--- src/rtl/cic_pkg.sv ---
package cic_pkg;

  typedef enum logic [1:0] {
    CIC_RUN   = 2'd0,
    CIC_SLEEP = 2'd1,
    CIC_WAKE  = 2'd2
  } cic_state_e;

  // The core may run unless idle is requested and nothing wakes it.
  function automatic logic f_run_ok(input logic idle, input logic wake);
    return !(idle && !wake);
  endfunction

  // Next value of the idle bit: an accepted write wins, then a wake clears.
  function automatic logic f_idle_next(input logic idle, input logic hit,
                                       input logic wdata_bit, input logic wake);
    if (hit) return wdata_bit;
    return idle && !wake;
  endfunction

endpackage

--- src/rtl/cic_wake_detect.sv ---
module cic_wake_detect #(
  parameter int unsigned N_IRQ = 6
) (
  input  logic [N_IRQ-1:0] irq_pend,
  input  logic [N_IRQ-1:0] irq_en,
  input  logic             irq_gie,
  output logic             wake
);

  logic [N_IRQ-1:0] src_hit;

  for (genvar i = 0; i < N_IRQ; i++) begin : g_src
    assign src_hit[i] = irq_pend[i] & irq_en[i];
  end

  assign wake = irq_gie & (|src_hit);

endmodule

--- src/rtl/cic_pcon_reg.sv ---
module cic_pcon_reg #(
  parameter int unsigned ADDR_W    = 8,
  parameter int unsigned DATA_W    = 8,
  parameter int unsigned PCON_ADDR = 'h87,
  parameter int unsigned IDLE_BIT  = 0
) (
  input  logic              clk,
  input  logic              rst_n,
  input  logic              wr_en,
  input  logic [ADDR_W-1:0] addr,
  input  logic [DATA_W-1:0] wdata,
  input  logic              accept,
  input  logic              wake,
  output logic [DATA_W-1:0] rdata,
  output logic [DATA_W-1:0] pcon_q,
  output logic              idle_bit,
  output logic              idle_nxt,
  output logic              wr_hit,
  output logic              wake_clear
);
  import cic_pkg::*;

  localparam logic [ADDR_W-1:0] HIT_ADDR = ADDR_W'(PCON_ADDR);

  logic addr_match;

  assign addr_match = (addr == HIT_ADDR);
  assign wr_hit     = wr_en && addr_match && accept;
  assign idle_bit   = pcon_q[IDLE_BIT];
  assign wake_clear = idle_bit && wake && !wr_hit;
  assign idle_nxt   = f_idle_next(idle_bit, wr_hit, wdata[IDLE_BIT], wake);
  assign rdata      = addr_match ? pcon_q : '0;

  always_ff @(posedge clk or negedge rst_n) begin
    if (!rst_n) begin
      pcon_q <= '0;
    end else if (wr_hit) begin
      pcon_q <= wdata;
    end else if (wake_clear) begin
      pcon_q[IDLE_BIT] <= 1'b0;
    end
  end

endmodule

--- src/rtl/cic_idle_fsm.sv ---
module cic_idle_fsm (
  input  logic clk,
  input  logic rst_n,
  input  logic idle_bit,
  input  logic idle_nxt,
  input  logic wake,
  input  logic wake_clear,
  output logic run_req,
  output logic wake_ack
);
  import cic_pkg::*;

  cic_state_e state_q, state_d;

  always_comb begin
    state_d = state_q;
    case (state_q)
      CIC_RUN:   state_d = wake_clear ? CIC_WAKE : (idle_nxt ? CIC_SLEEP : CIC_RUN);
      CIC_SLEEP: state_d = wake_clear ? CIC_WAKE : (idle_nxt ? CIC_SLEEP : CIC_RUN);
      CIC_WAKE:  state_d = idle_nxt ? CIC_SLEEP : CIC_RUN;
      default:   state_d = CIC_RUN;
    endcase
  end

  always_ff @(posedge clk or negedge rst_n) begin
    if (!rst_n) state_q <= CIC_RUN;
    else        state_q <= state_d;
  end

  assign run_req  = f_run_ok(idle_bit, wake);
  assign wake_ack = (state_q == CIC_WAKE);

endmodule

--- src/rtl/cic_clk_gate.sv ---
module cic_clk_gate (
  input  logic clk,
  input  logic rst_n,
  input  logic run_req,
  output logic en_q,
  output logic gclk
);

  // Enable captured while clk is low: gclk can only start or stop on a rising edge.
  always_ff @(negedge clk or negedge rst_n) begin
    if (!rst_n) en_q <= 1'b1;
    else        en_q <= run_req;
  end

  assign gclk = clk & en_q;

endmodule

--- src/rtl/cpu_idle_ctrl.sv ---
module cpu_idle_ctrl #(
  parameter int unsigned ADDR_W    = 8,
  parameter int unsigned DATA_W    = 8,
  parameter int unsigned N_IRQ     = 6,
  parameter int unsigned PCON_ADDR = 'h87,
  parameter int unsigned IDLE_BIT  = 0
) (
  input  logic              clk,
  input  logic              rst_n,
  input  logic              sfr_wr,
  input  logic [ADDR_W-1:0] sfr_addr,
  input  logic [DATA_W-1:0] sfr_wdata,
  output logic [DATA_W-1:0] sfr_rdata,
  input  logic [N_IRQ-1:0]  irq_pend,
  input  logic [N_IRQ-1:0]  irq_en,
  input  logic              irq_gie,
  output logic              core_clk,
  output logic              core_clk_en,
  output logic              wake_ack
);

  logic              wake_w;
  logic              idle_bit_w;
  logic              idle_nxt_w;
  logic              wr_hit_w;
  logic              wake_clear_w;
  logic              run_req_w;
  logic [DATA_W-1:0] pcon_w;

  cic_wake_detect #(.N_IRQ(N_IRQ)) u_wake (
    .irq_pend (irq_pend),
    .irq_en   (irq_en),
    .irq_gie  (irq_gie),
    .wake     (wake_w)
  );

  cic_pcon_reg #(
    .ADDR_W(ADDR_W), .DATA_W(DATA_W), .PCON_ADDR(PCON_ADDR), .IDLE_BIT(IDLE_BIT)
  ) u_reg (
    .clk        (clk),
    .rst_n      (rst_n),
    .wr_en      (sfr_wr),
    .addr       (sfr_addr),
    .wdata      (sfr_wdata),
    .accept     (core_clk_en),
    .wake       (wake_w),
    .rdata      (sfr_rdata),
    .pcon_q     (pcon_w),
    .idle_bit   (idle_bit_w),
    .idle_nxt   (idle_nxt_w),
    .wr_hit     (wr_hit_w),
    .wake_clear (wake_clear_w)
  );

  cic_idle_fsm u_fsm (
    .clk        (clk),
    .rst_n      (rst_n),
    .idle_bit   (idle_bit_w),
    .idle_nxt   (idle_nxt_w),
    .wake       (wake_w),
    .wake_clear (wake_clear_w),
    .run_req    (run_req_w),
    .wake_ack   (wake_ack)
  );

  cic_clk_gate u_gate (
    .clk     (clk),
    .rst_n   (rst_n),
    .run_req (run_req_w),
    .en_q    (core_clk_en),
    .gclk    (core_clk)
  );

endmodule

--- config.mk ---
export PLATFORM = sky130hd
export DESIGN_NAME = cpu_idle_ctrl
export DESIGN_NICKNAME = d
export VERILOG_FILES = /design/src/rtl/cic_pkg.sv /design/src/rtl/cic_wake_detect.sv /design/src/rtl/cic_pcon_reg.sv /design/src/rtl/cic_idle_fsm.sv /design/src/rtl/cic_clk_gate.sv /design/src/rtl/cpu_idle_ctrl.sv
export SDC_FILE = /design/constraint.sdc
export NUM_CORES = 1
export LEC_CHECK = 0
export ABC_AREA = 1
export BUFFER_PORTS_ARGS = -buffer_cell sky130_fd_sc_hd__buf_2
export CAP_MARGIN = 10
export CORE_UTILIZATION = 39
export DETAILED_ROUTE_END_ITERATION = 8
export PLACE_DENSITY_LB_ADDON = 0.25
export SYNTH_ARGS = -nofsm -noshare
export SYNTH_HDL_FRONTEND = slang
export SYNTH_SLANG_ARGS = --single-unit
--- constraint.sdc ---
create_clock -name clk -period 1.7 [get_ports clk]
set_clock_uncertainty 0.1 [all_clocks]
set_input_delay 0.51 -clock clk [delete_from_list [all_inputs] [get_ports clk]]
set_output_delay 0.51 -clock clk [all_outputs]
set_load 0.02 [all_outputs]
; Word-level counts from Yosys, hierarchy flattened
; Index checks and enable logic that the tools add are counted.
[totals]
register_bits = 11
out_inout_bits = 11
[op_classes]
n_eq_ne = 3
muxes = 9
bitwise = 8
reduce_logical = 12
[op_table]
columns = operator, n
row1 = bitwise AND 1 bit, 8
row2 = equality test 8 bit (second input constant), 1
row3 = two-way mux 8 bit, 1
row4 = two-way mux 1 bit, 6
row5 = OR reduction 6 bit, 1
row6 = logical AND 1 bit, 5
row7 = case mux 2 bit (2 select lines), 1
row8 = zero test 1 bit, 3
row9 = equality test 2 x 1 -> 1 bit (second input constant), 1
row10 = equality test 2 bit (second input constant), 1
row11 = zero test 2 bit, 1
row12 = two-way mux 2 bit, 1
row13 = nonzero test 2 bit, 1
row14 = OR reduction 2 bit, 1

; Depth between registers and ports, before layout
[depth]
word_depth = 9
depth_mapped = 7
mapped_depth_nobuf = 7

; By module
; From an unflattened synthesis, not the netlist that was laid out.
[hier_totals]
hier_cells = 99
hier_area_um2 = 700.7
[by_module_without_submodules]
columns = module, instances, cells_each, area_per_inst_um2
row1 = cic_pcon_reg, 1, 70, 518.0
row2 = cic_idle_fsm, 1, 12, 95.1
row3 = cic_wake_detect, 1, 13, 50.0
row4 = cic_clk_gate, 1, 4, 37.5

==> impl_results.md <==
- Clock insertion delay at the later pin of the skew report: 0.44 ns
- Filler Cells Inserted: 108
- Synthesis Warnings: 0
- Clock slew at reported path FFs: approximately 0.070 ns
- Synth Instances: 87
- Failing checks: negative setup slack
- Row count: 14
- Final core occ: 81.6%
- Critical Path RT: 1.09 ns
- Final Hold Slack: roughly 0.28 ns
- Largest net degree at the start of global routing: 11
- Total number of vias: 753
- I/O Buffers: 42
- Dpl ws: -0.539 ns
- CP max stage cell: dfstp_2
- Reg2reg setup slack: -0.59 ns
- Worst min path class: input pin to flop
- CP Capture Type: output port
- Initial DRC Count: 5
- Routed WL: roughly 1800 um
- Worst path cell trace: nand2_2 -> inv_2 -> buf_6
- Crit path max-delay family: flip-flops
- Register area share after synthesis: 43.7%
- Dpl hpwl: 1180 um
- Status: finished with violations
- Sw Pwr: 0.000244 W
- Synthesis-to-finish area growth: 94.1%
- Sw frac: a little under a third
- Final Max Slew Viols: 0
- Die area: around 1800 um2
- #FFs+latches synth: 11
- Logic gate share of total power: 12.7%
- Dpl cell area: 970 um2
- ANT nets after route: 0
- Pint: 0.000554 W
- Cell accounting for the most synthesized area: dfrtp_1
- Buffers & Inverters on Critical Path: 2
- Core ar.: 1510 um2
- Drt drc: 0
- Crit Path Class: flop to output port
- N_diodes: 0
- First-pass GRT wire length: 3110 um
- IO Pins: 43
- Rel. slew slack: 88.4%
- DIE WIDTH: 42.3 um
- Initial antenna violation count: 0
- Chip height: 42.3 um
- Synth top area share: 39.5%
- Clock power frac: 53.2%
- Max_cap viols: 0
- DRT Pass-1 Iters: 4
- Mapped Nets: 119
- Critical path peak fanout: 3
- Syn avg cell area: 7.28 um2
- RSZ-0062 raised after global routing: yes
- Synthesized area: approximately 630 um2
- Final instance area: 1230 um2
- Final setup TNS: -8.84 ns
- Reported leakage power: 0.652 nW
- Worst setup margin: -0.943 ns
- DR vias/cell: approximately 4.7
- VDD IR max: between 0.6 and 0.7 mV
- Layout cells sized above 1: about three fifths
- Routability cong.: 0.788
- Final Hold Viols: 0
- Sequential Power Share: 34.1%
- CTS tree: yes
- Worst setup SP type: flop
- Power Density: 649 nW/um2
- Total gr overflow: 0
- Nets: between 150 and 200
- Distinct cell type count after synthesis: 13
- Crit path DAT: a little over 2 ns
- Setup violators final: 21
- Mean routed wirelength per cell: approximately 11 um
- Vias in the first global route: 770
- Largest stage delay, worst path: roughly 0.54 ns
- Largest cells by area after synthesis: dfrtp_1, inv_1, nand2_1
- Total GRT Usage: 24.3%
- Initial core utilization: 42.0%
- Worst slew pin tran: 0.174 ns
power by group through the flow:
stage,logic [W],registers [W],clock network [W]
global placement,0.0000825,0.000276,0.0000847
detailed placement,0.0000858,0.000277,0.0000847
floorplan,0.0000335,0.000276,0.0000651
finish,0.000102,0.000272,0.000424
global route,0.000113,0.000272,0.000459
CTS,0.0000971,0.000272,0.000435
layer usage:
metal / wire (um) / vias up / track usage, %
met4: 28 / 0 / 13.8
li1: - / 379 / -
met3: 83 / 6 / 8.19
met2: 1040 / 25 / 42.2
met5: 0 / - / 0
met1: 683 / 343 / 25.3
what timing repair did:
item	CTS	global route
hold endpoints to repair	10	0
hold buffers	1	0
buffers inserted	2	1
endpoints found under the setup margin	21	22
pin swaps	6	3
gates cloned	1	0
gates resized for setup	36	6
tightest hold or removal path: stages:
cell and delay, ns:
buf_2 0.10, nor2_4 0.04, a21oi_2 0.08
area by class of cell:
type                            count  area, um2  area share [%]
Timing Repair Buffer               51        387            31.5
Tap cell                           16       20.0            1.63
Multi-Input combinational cell     56        407            33.1
Sequential cell                    11        277            22.5
Inverter                           17       71.3            5.80
Clock inverter                      2       7.51           0.611
Clock buffer                        8       60.1            4.89
cells in the mapped netlist (all sizes together):
cell	n
nand3	3
nand4	3
nand2	19
a21oi	8
nor2	22
inv	19
nor3	1
buf	1
dfstp	1
dfrtp	10
cells by family (layout without fill, tap and decap cells):
| group | count (synthesis) | count (layout) | share of synthesized area, % |
|---|---|---|---|
| buffers and inverters | 20 | 78 | 13.0 |
| AO/OA/AOI/OAI | 8 | 8 | 10.5 |
| AND/OR/NAND/NOR | 48 | 48 | 32.8 |
| flip-flops | 11 | 11 | 43.7 |
placed cells by master (no fill, tap or decap):
| cell | synthesis | final |
|---|---|---|
| nand2_1 | 19 | 18 |
| inv_1 | 19 | 16 |
| dfstp_2 | 1 | 1 |
| inv_2 | 0 | 2 |
| nor2_1 | 18 | 5 |
| buf_4 | 0 | 8 |
| a21oi_1 | 1 | 1 |
| nor2_4 | 0 | 16 |
| nor2_2 | 4 | 1 |
| buf_2 | 0 | 29 |
| clkbuf_4 | 0 | 6 |
| dfrtp_1 | 10 | 10 |
| dlygate4sd3_1 | 0 | 1 |
| nand4_1 | 3 | 3 |
| nand3_2 | 1 | 2 |
| nand3_4 | 0 | 1 |
| buf_12 | 0 | 1 |
| nor3_1 | 1 | 1 |
| nand2_2 | 0 | 1 |
| inv_8 | 0 | 1 |
| a21oi_2 | 7 | 7 |
| buf_16 | 0 | 1 |
| buf_6 | 1 | 12 |
| clkbuf_1 | 0 | 1 |
state kept, by name, summed over array words and instances, names as in the netlist:
signal	flops
u_fsm.state_q	2
u_gate.en_q	1
u_reg.pcon_q	8
worst paths after layout:
path	start	endpoint	cells past startpoint
setup / recovery	u_gate.en_q$_DFF_NN1_	core_clk	3
hold / removal	sfr_wdata[5]	u_reg.pcon_q[5]$_DFFE_PN0P_	3
setup reg to reg	u_gate.en_q$_DFF_NN1_	u_reg.pcon_q[7]$_DFFE_PN0P_	6
hold reg to reg	u_fsm.state_q[1]$_DFF_PN0_	u_fsm.state_q[1]$_DFF_PN0_	1
max in group asynchronous	rst_n	u_gate.en_q$_DFF_NN1_	2
min in group asynchronous	rst_n	u_reg.pcon_q[1]$_DFFE_PN0P_	3
per-stage QoR:
step	total power, W	cells
after global routing	0.000845	161
after CTS	0.000804	160
after global placement	0.000444	149
after floorplan	0.000375	87
final	0.000798	161
after detailed placement	0.000447	149
No activity file was read; power rests on OpenSTA's default activity.
